<file path="src/rtl/fivelvl_cell_pwm.sv">
module fivelvl_cell_pwm #(
  parameter int REF_W   = 12,
  parameter int MI_W    = 10,
  parameter int MI_FRAC = 8,
  parameter int CAR_W   = 10,
  parameter int DT_W    = 4
) (
  input  logic                    clk,
  input  logic                    rst,
  input  logic signed [REF_W-1:0] ref_in,
  input  logic        [MI_W-1:0]  mod_idx,
  input  logic        [CAR_W-1:0] car_peak,
  input  logic        [DT_W-1:0]  dead_cyc,
  output logic        [CAR_W-1:0] carrier,
  output logic                    gate_a,
  output logic                    gate_b,
  output logic                    gate_c,
  output logic                    gate_neg,
  output logic                    gate_pos
);
  localparam int PROD_W = REF_W + MI_W;
  localparam int MAG_W  = PROD_W - MI_FRAC;
  localparam int LVL_W  = CAR_W + 1;

  logic [CAR_W-1:0]  car;
  logic              car_up;
  logic [REF_W-1:0]  ref_abs;
  logic [PROD_W-1:0] prod;
  logic [MAG_W-1:0]  scaled;
  logic [LVL_W-1:0]  full_lvl, mag, band_lvl, lvl_q;
  logic              pos_n, upper_n, at_turn, pwm;
  logic              run, pos_q, upper_q;
  logic [2:0]        want_t, gq_t, prev_t;
  logic [1:0]        want_h, gq_h, prev_h;
  logic [DT_W-1:0]   cnt_t, cnt_h, dt_load;

  assign ref_abs  = ref_in[REF_W-1] ? REF_W'(-ref_in) : REF_W'(ref_in);
  assign prod     = PROD_W'(ref_abs) * PROD_W'(mod_idx);
  assign scaled   = MAG_W'(prod >> MI_FRAC);
  assign full_lvl = {car_peak, 1'b0};
  assign mag      = (scaled > MAG_W'(full_lvl)) ? full_lvl : LVL_W'(scaled);
  assign pos_n    = !ref_in[REF_W-1] && (mag != '0);
  assign upper_n  = mag > LVL_W'(car_peak);
  assign band_lvl = upper_n ? mag - LVL_W'(car_peak) : mag;
  assign at_turn  = (car == '0) || (car >= car_peak);
  assign pwm      = lvl_q > LVL_W'(car);
  assign dt_load  = (dead_cyc == '0) ? '0 : dead_cyc - DT_W'(1);

  always_ff @(posedge clk) begin
    if (rst) begin
      car    <= '0;
      car_up <= 1'b1;
    end else if (car_up) begin
      if (car >= car_peak) begin
        car_up <= 1'b0;
        car    <= car - CAR_W'(1);
      end else begin
        car <= car + CAR_W'(1);
      end
    end else if (car == '0) begin
      car_up <= 1'b1;
      car    <= car + CAR_W'(1);
    end else begin
      car <= car - CAR_W'(1);
    end
  end

  always_ff @(posedge clk) begin
    if (rst) begin
      run     <= 1'b0;
      pos_q   <= 1'b0;
      upper_q <= 1'b0;
      lvl_q   <= '0;
    end else if (at_turn) begin
      run     <= 1'b1;
      pos_q   <= pos_n;
      upper_q <= upper_n;
      lvl_q   <= band_lvl;
    end
  end

  // want_t bit order: {c, b, a}
  always_comb begin
    unique case ({pos_q, upper_q})
      2'b10:   want_t = pwm ? 3'b001 : 3'b100;
      2'b11:   want_t = pwm ? 3'b010 : 3'b001;
      2'b00:   want_t = pwm ? 3'b001 : 3'b010;
      default: want_t = pwm ? 3'b100 : 3'b001;
    endcase
    if (!run) want_t = 3'b000;
  end

  assign want_h = !run ? 2'b00 : (pos_q ? 2'b10 : 2'b01);

  always_ff @(posedge clk) begin
    if (rst) begin
      gq_t   <= '0;
      prev_t <= '0;
      cnt_t  <= '0;
    end else if (want_t != prev_t) begin
      prev_t <= want_t;
      cnt_t  <= dt_load;
      gq_t   <= (dead_cyc == '0) ? want_t : 3'b000;
    end else if (cnt_t != '0) begin
      cnt_t <= cnt_t - DT_W'(1);
    end else begin
      gq_t <= want_t;
    end
  end

  always_ff @(posedge clk) begin
    if (rst) begin
      gq_h   <= '0;
      prev_h <= '0;
      cnt_h  <= '0;
    end else if (want_h != prev_h) begin
      prev_h <= want_h;
      cnt_h  <= dt_load;
      gq_h   <= (dead_cyc == '0) ? want_h : 2'b00;
    end else if (cnt_h != '0) begin
      cnt_h <= cnt_h - DT_W'(1);
    end else begin
      gq_h <= want_h;
    end
  end

  assign carrier  = car;
  assign gate_a   = gq_t[0];
  assign gate_b   = gq_t[1];
  assign gate_c   = gq_t[2];
  assign gate_neg = gq_h[0];
  assign gate_pos = gq_h[1];
endmodule

</file>
<file path="config.mk">
export PLATFORM = sky130hd
export DESIGN_NAME = fivelvl_cell_pwm
export DESIGN_NICKNAME = d
export VERILOG_FILES = /design/src/rtl/fivelvl_cell_pwm.sv
export SDC_FILE = /design/constraint.sdc
export NUM_CORES = 1
export LEC_CHECK = 0
export BUFFER_PORTS_ARGS = -buffer_cell sky130_fd_sc_hd__clkbuf_2
export CORE_MARGIN = 5
export CORE_UTILIZATION = 29
export DETAILED_ROUTE_END_ITERATION = 10
export PLACE_DENSITY_LB_ADDON = 0.25
export SYNTH_ARGS = -nofsm -noshare
export SYNTH_HDL_FRONTEND = slang
export SYNTH_SLANG_ARGS = --single-unit
export TNS_END_PERCENT = 20
</file>
<file path="constraint.sdc">
create_clock -name clk -period 30.6 [get_ports clk]
set_clock_uncertainty 0.1 [all_clocks]
set_input_delay 1.53 -clock clk [delete_from_list [all_inputs] [get_ports clk]]
set_output_delay 1.53 -clock clk [all_outputs]
set_load 0.005 [all_outputs]
</file>
==> results of run 1 <==
worst register-to-register path, stage by stage (launching register included):
cell and delay (ns):
dfxtp_1 0.42, inv_1 0.12, ha_1 0.32, a21o_1 0.18, a21oi_1 0.21, o211ai_1 0.12
o21ai_0 0.47, and2_1 0.27, nor2_1 0.06, a211oi_1 0.50, o21a_1 0.30, mux2_2 0.36
cell usage in the layout (no fill, tap or decap), types with 10 or more instances in the layout:
master / count
fa_1: 78
and2_1: 59
clkbuf_2: 52
mux2i_1: 17
nor2b_1: 15
a21oi_1: 39
nor3_1: 16
a21o_1: 15
xnor2_1: 24
inv_1: 124
dfxtp_1: 43
xor2_1: 11
nand2b_1: 11
and3_1: 10
o21ai_0: 28
ha_1: 100
nand2_1: 85
a211oi_1: 10
nand3_1: 24
nor2_1: 63
nand4_1: 16
mux2_2: 22
worst min path at each step:
stage / startpoint / cells after the start / endpoint
after floorplan: lvl_q[2] / 2 / lvl_q[2]
after global placement: lvl_q[10] / 2 / lvl_q[10]
after detailed placement: lvl_q[2] / 2 / lvl_q[2]
after CTS: lvl_q[2] / 2 / lvl_q[2]
after global routing: lvl_q[10] / 2 / lvl_q[10]
final: lvl_q[10] / 2 / lvl_q[10]
area by class of cell:
class / instances / area, um^2 / area share [%]
clock inverters: 3 / 20.0 / 0.233
well taps: 341 / 427 / 4.97
flip-flops and latches: 43 / 861 / 10.0
multi-input cells: 745 / 6360 / 74.2
repair buffers: 60 / 320 / 3.73
inverters: 124 / 465 / 5.42
clock buffers: 5 / 125 / 1.46
metal layers:
layer  routed length, um  share of wire (%)  vias up  track usage, %
li1                    -                  -     3294               -
met1                9560                 49     3088            17.9
met2                9100                 47       87            21.8
met3                 512                2.6       23            1.17
met4                 340                1.7        2            2.64
met5                   7              0.036        -               0
sequential cells by signal, indices dropped and copies added, names as in the netlist, 2 cells and up:
name,count
gq_h,2
gq_t,3
prev_h,2
cnt_t,4
carrier,10
cnt_h,4
lvl_q,11
prev_t,3
per-stage QoR:
step	util [%]	hold WS (ns)	cell area, um^2
2_1_floorplan	-	0.358	7810
3_3_place_gp	31.6	0.396	8440
3_5_place_dp	31.6	0.390	8440
4_1_cts	32.1	0.400	8580
5_1_grt	32.1	0.420	8580
6_report	32.1	0.396	8580
cell families after synthesis:
kind of cell             count (synthesis)  synth area share (%)
AO/OA/AOI/OAI                          150                  13.1
AND/OR/NAND/NOR                        340                  22.6
buffers and inverters                  152                  7.44
adder cells (fa/ha/maj)                178                  36.0
flip-flops                              43                  11.0
multiplexers                            42                  5.91
XOR/XNOR                                35                  3.93
==> metrics, run 1 <==
cell family with most CP delay=adder cells; Slew Limit Fails=0; fin crit period=12.33 ns; crit path launch type=primary input; Hold Crit Class=reg -> reg; CTS tree=yes; Crit Path Max Fanout=27; RR Endpoint=cnt_t[3]; clk sinks=43; share of cells above drive strength 1=10.5%; worst r2r src=carrier[8]; total of max-cap violations=0; syn nets=1156; placed wire-length estimate=16300 um; drc violations=0; CP startpoint=ref_in[4]; count of final hold-check violations=0; fmax=81.1 MHz; Tcrit/Tclk final=40.3%; Clock Pin Slew Worst Setup and Hold Paths=0.06 ns; FF-to-FF setup slack=27.07 ns; Total Wirelength=19500 um; Post-CTS Setup Bufs=0; synthesized area=0.00781 mm^2; vias in the first global route=6499; GRT Util Overall=12.9%; setup violators final=0; core area=0.0267 mm^2; Post-Syn Instances=940; clock latency on the worst-skew pair=0.30 ns; post-route antenna net violation count=0; DRT Pass-1 Iters=4; most numerous cell in the Yosys netlist=inv_1; Synth Flop Type=dfxtp_1; flops & latches, synth=43; register area share after synthesis=11.0%; clock buffer depth=2; Post-synth EDFFs=0; actual slew at the worst max-slew pin=1.02 ns; Worst Setup EP=lvl_q[3]; DR vias=6494; Synth warnings=0; GP Congestion=0.898; Post-CTS Hold Fix Bufs=0; slowest CP cell=nand4_2; largest cells by area after synthesis=fa_1 20%, ha_1 16%, dfxtp_1 11%, inv_1 6.0%, and2_1 4.7%; pre-CTS WS=18.03 ns; commonest cells in the netlist=124 x inv_1, 100 x ha_1, 85 x nand2_1; sum of negative setup slack=0 ns; Die Y-Extent=174 um; asr flop ratio synth=0%; CP dominant cell by count=fa_1; antenna cell count=0; number of instances in the placed design=1313; fillers=2853; htree depth=2; outcome=complete, no violations; io pins=53; Cell variety after synth=69; CP bufs+invs=4; RSZ-0062 raised after global routing=no; slowest stage delay, CP=0.58 ns; top cell type's share of synthesized area=20.0%; Worst Reg2Reg Path Length in Cells=11; non-filler cells, final=1321; pin count of the biggest net entering global routing=48; Starting Density=29.2%; drt initial violations=294; global route total overflow=0; DR WL/cell=14.8 um; clock root cell=clkbuf_16; # rows=60; Layout Nets=1195; global-route wire length before repair=33100 um; relative slew slack=31.5%; critical path capture point type=register; initial antenna violation count=1; Levels on crit path=39; number of port buffers=52; Crit path required time=30.70 ns; critical path class=in -> reg; die footprint=0.0303 mm^2; Final WS setup=18.27 ns; Syn Area/Cell=8.30 um^2; Layout area overhead=9.95%; PostCTS Resize Cnt=0; Worst EP arrival=12.43 ns; area leader, netlist=fa_1; Via density=4.92; clock buffer count from CTS=5; die width=174 um
Power of run 1 is not shown: default switching activity piles up to over one toggle a cycle in this logic, so the estimate is an artifact.
==> inputs of run 2 (changes only) <==
Clock period 30.6 ns to 11.8 ns, I/O delays scaled along.
==> run 2 against run 1 <==
Via count is 2.2% higher. Worst hold slack worse by 0.012 ns. Setup slack got worse by 17 ns. Die area unchanged. Non-clock buffer count grew 10. Largest cell class unchanged. Global-route usage shrank 0.11 points.
==> metrics, run 2 (synthesis results as in run 1) <==
outcome=complete, no violations; Worst Setup EP=lvl_q[6]; drc violations=0 (unchanged); clock latency on the worst-skew pair=0.29 ns (about the same); Tcrit/Tclk final=90.9%; Clock Pin Slew Worst Setup and Hold Paths=0.06 ns (about the same); RR Endpoint=cnt_t[3]; actual slew at the worst max-slew pin=1.03 ns (+0.00669 ns); most common cell after layout, fill and taps aside=inv_1; Layout Nets=1205 (+0.84%); die width=174 um (unchanged); worst r2r src=carrier[8]; sum of negative setup slack=0 ns (unchanged); setup violators final=0 (unchanged); number of port buffers=52 (unchanged); CTS tree=yes; Crit Path Max Fanout=10 (-63%); Starting Density=29.2% (unchanged); clock buffer depth=2 (unchanged); antenna cell count=0 (unchanged); pin count of the biggest net entering global routing=48 (unchanged); CP startpoint=ref_in[4]; global-route wire length before repair=32700 um (-1.3%); share of cells above drive strength 1=11.3% (+0.81 points); post-route antenna net violation count=0 (unchanged); slowest CP cell=or4_1; fmax=93.3 MHz; Layout area overhead=10.9%; die footprint=0.0303 mm^2 (unchanged); RSZ-0062 raised after global routing=no; clk sinks=43 (unchanged); GRT Util Overall=12.8% (-0.11 points); count of final hold-check violations=0 (unchanged); vias in the first global route=6561 (+0.95%); # rows=60 (unchanged); clock buffer count from CTS=5 (unchanged); Worst EP arrival=10.81 ns (-1.62 ns); core area=0.0267 mm^2 (unchanged); Post-CTS Hold Fix Bufs=0 (unchanged); drt initial violations=335 (+14%); Slew Limit Fails=0 (unchanged); FF-to-FF setup slack=8.19 ns (-18.88 ns); CP dominant cell by count=fa_1; Worst Reg2Reg Path Length in Cells=11 (unchanged); PostCTS Resize Cnt=0 (unchanged); Crit path required time=11.89 ns (-18.81 ns); Total Wirelength=19500 um (about the same); total of max-cap violations=0 (unchanged); Post-CTS Setup Bufs=0 (unchanged); slowest stage delay, CP=0.56 ns (-0.02 ns); io pins=53 (unchanged); Largest Register=lvl_q; clock root cell=clkbuf_16; htree depth=2 (unchanged); global route total overflow=0 (unchanged); critical path capture point type=register; initial antenna violation count=0 (-1); fillers=2866 (+0.46%); most frequent cells in the layout=124 x inv_1, 100 x ha_1, 85 x nand2_1; placed wire-length estimate=16600 um (+2.3%); relative slew slack=31.1% (-0.45 points); critical path class=in -> reg; crit path launch type=primary input; Die Y-Extent=174 um (unchanged); Hold Crit Class=reg -> reg; Via density=4.99 (+1.5%); GP Congestion=0.875 (-2.6%); fin crit period=10.72 ns; DR vias=6635 (+2.2%); max FFs per register=11 (unchanged); DR WL/cell=14.7 um (-0.65%); DRT Pass-1 Iters=6 (+2)
run 2: cell count changes in the layout (fill, tap and decap cells not counted), sizes merged:
cell,delta
clkinvlp,-2
clkbuf,+1
buf,+10
run 2: worst max-delay path, delay by kind of cell:
| family | cells | cell delay (ns) |
|---|---|---|
| fa+ha+maj | 8 | 3.59 |
| simple gates | 9 | 2.36 |
| xor+xnor | 2 | 0.77 |
| compound gates | 16 | 3.21 |
| buf+inv | 4 | 0.25 |
run 2: how the worst min path moves through the flow:
stage               startpoint        to  slack [ns]  cells past startpoint
finish                lvl_q[2]  lvl_q[2]        0.38                      2
CTS                   lvl_q[2]  lvl_q[2]        0.39                      2
floorplan             lvl_q[2]  lvl_q[2]        0.36                      2
detailed placement    lvl_q[2]  lvl_q[2]        0.38                      2
global placement      lvl_q[2]  lvl_q[2]        0.38                      2
global route          lvl_q[2]  lvl_q[2]        0.41                      2
run 2: routing by layer:
layer | part of all wire, % | wire (um) | up-vias | track usage, %
met5 | 0 | 0 | - | 0
li1 | - | - | 3302 | -
met1 | 48 | 9430 | 3173 | 17.7
met2 | 47 | 9100 | 130 | 21.1
met4 | 2.3 | 453 | 0 | 3.56
met3 | 2.8 | 552 | 30 | 1.41
run 2: per-stage QoR:
stage / utilization [%] / hold slack (ns) / cells / instance area [um^2] / setup slack [ns]
final: 32.4 / 0.385 / 1330 / 8660 / 1.08
after floorplan: - / 0.358 / 940 / 7810 / 1.56
after detailed placement: 31.9 / 0.380 / 1323 / 8510 / 0.816
after global placement: 31.9 / 0.379 / 1323 / 8510 / 0.864
after global routing: 32.4 / 0.412 / 1330 / 8660 / 0.270
after CTS: 32.4 / 0.389 / 1330 / 8660 / 1.07
run 2: cell type report:
class                   instances  area [um^2]  area share [%]
repair buffers                 70          395            4.57
flip-flops and latches         43          861            9.94
multi-input cells             745         6360            73.5
clock inverters                 1         5.00          0.0578
clock buffers                   6          139            1.60
well taps                     341          427            4.93
inverters                     124          465            5.38
Power of run 2 is left out for the same reason.
==> inputs of run 3 (changes only) <==
Settings changed: CORE_UTILIZATION 29 to 30.
==> run 3 against run 2 <==
Sequential share of layout area about the same. Via count down 0.63%. Cell count down 0.38%. Worst hold slack better by 0.0034 ns. Global-route usage up 0.75 points. Largest cell class unchanged.
==> metrics, run 3 (synthesis results as in run 1) <==
Via density=4.98 (-0.26%); post-route antenna net violation count=0 (unchanged); Crit path required time=11.92 ns (+0.03 ns); die footprint=0.0293 mm^2 (-3.1%); # rows=59 (-1.7%); vias in the first global route=6626 (+0.99%); clock latency on the worst-skew pair=0.29 ns (about the same); pre-CTS WS=0.808 ns (-0.00738 ns); critical path class=in -> reg; CP dominant cell by count=fa_1; Layout area overhead=10.7%; DR vias=6593 (-0.63%); DR WL/cell=14.7 um (-0.21%); pin count of the biggest net entering global routing=48 (unchanged); most common cell after layout, fill and taps aside=inv_1; GRT Util Overall=13.5% (+0.75 points); antenna cell count=0 (unchanged); Tcrit/Tclk final=90.7% (-0.18 points); core area=0.0258 mm^2 (-3.3%); relative slew slack=29.8% (-1.3 points); Starting Density=30.2% (+1.0 points); drc violations=0 (unchanged); outcome=complete, no violations; fmax=93.5 MHz (+0.20%); global route total overflow=0 (unchanged); die width=171 um (-1.6%); setup violators final=0 (unchanged); share of cells above drive strength 1=11.2% (-0.11 points); Crit Path Max Fanout=11 (+1); Clock Pin Slew Worst Setup and Hold Paths=0.06 ns (about the same); DRT Pass-1 Iters=5 (-1); io pins=53 (unchanged); Final WS setup=1.10 ns (+0.0217 ns); clock root cell=clkbuf_16; Layout Nets=1205 (unchanged); PostCTS Resize Cnt=0 (unchanged); slowest CP cell=or4_1; placed wire-length estimate=16400 um (-1.5%); critical path capture point type=register; sum of negative setup slack=0 ns (unchanged); Worst EP arrival=10.82 ns (about the same); Slew Limit Fails=0 (unchanged); actual slew at the worst max-slew pin=1.05 ns (+0.0193 ns); Hold Crit Class=reg -> reg; RSZ-0062 raised after global routing=no; initial antenna violation count=0 (unchanged); clock buffer depth=2 (unchanged); slowest stage delay, CP=0.56 ns (about the same); crit path launch type=primary input; max FFs per register=11 (unchanged); global-route wire length before repair=33100 um (+1.4%); Post-CTS Setup Bufs=0 (unchanged); Post-CTS Hold Fix Bufs=0 (unchanged); GP Congestion=0.936 (+7.0%); CTS tree=yes; clk sinks=43 (unchanged); drt initial violations=381 (+14%); clock buffer count from CTS=5 (unchanged); total of max-cap violations=0 (unchanged); Total Wirelength=19400 um (-0.59%); Largest Register=lvl_q; htree depth=2 (unchanged); fin crit period=10.70 ns (-0.0217 ns); Die Y-Extent=171 um (-1.6%); most frequent cells in the layout=124 x inv_1, 100 x ha_1, 85 x nand2_1; number of port buffers=52 (unchanged); count of final hold-check violations=0 (unchanged)
[run 3: routing by layer]
| layer | track usage (%) | vias to the layer above | part of all wire [%] |
|---|---|---|---|
| li1 | - | 3313 | - |
| met1 | 19.0 | 3159 | 49 |
| met2 | 22.9 | 101 | 47 |
| met3 | 0.827 | 20 | 2.6 |
| met4 | 2.96 | 0 | 1.7 |
| met5 | 0 | - | 0 |
[run 3: worst max-delay path, delay by kind of cell]
kind | cells | cell delay (ns)
compound gates | 15 | 2.83
fa+ha+maj | 8 | 3.57
simple gates | 8 | 1.90
mux | 2 | 0.68
xor+xnor | 2 | 0.78
buf+inv | 5 | 0.47
[run 3: final timing paths]
kind / start / endpoint / slack [ns] / depth (start not counted)
max reg2reg: carrier[8] / cnt_t[3] / 8.26 / 11
min: lvl_q[2] / lvl_q[2] / 0.39 / 2
max: ref_in[4] / lvl_q[0] / 1.10 / 40
min reg2reg: lvl_q[2] / lvl_q[2] / 0.39 / 2
[run 3: through the flow]
| stage | util [%] | cell area [um^2] | std cells | hold WS (ns) |
|---|---|---|---|---|
| after CTS | 33.5 | 8640 | 1325 | 0.396 |
| after detailed placement | 32.9 | 8510 | 1317 | 0.387 |
| after global routing | 33.5 | 8640 | 1325 | 0.433 |
| after floorplan | - | 7810 | 940 | 0.358 |
| after global placement | 32.9 | 8510 | 1317 | 0.379 |
| final | 33.5 | 8640 | 1325 | 0.388 |
[run 3: layout make-up]
type,count,area [um^2]
fill,2758,17200
multi-input combinational,745,6360
sequential,43,861
inverter,124,465
tap,335,419
timing repair buffer,70,395
clock buffer,7,133
clock inverter,1,5.00
Power of run 3 is left out for the same reason.
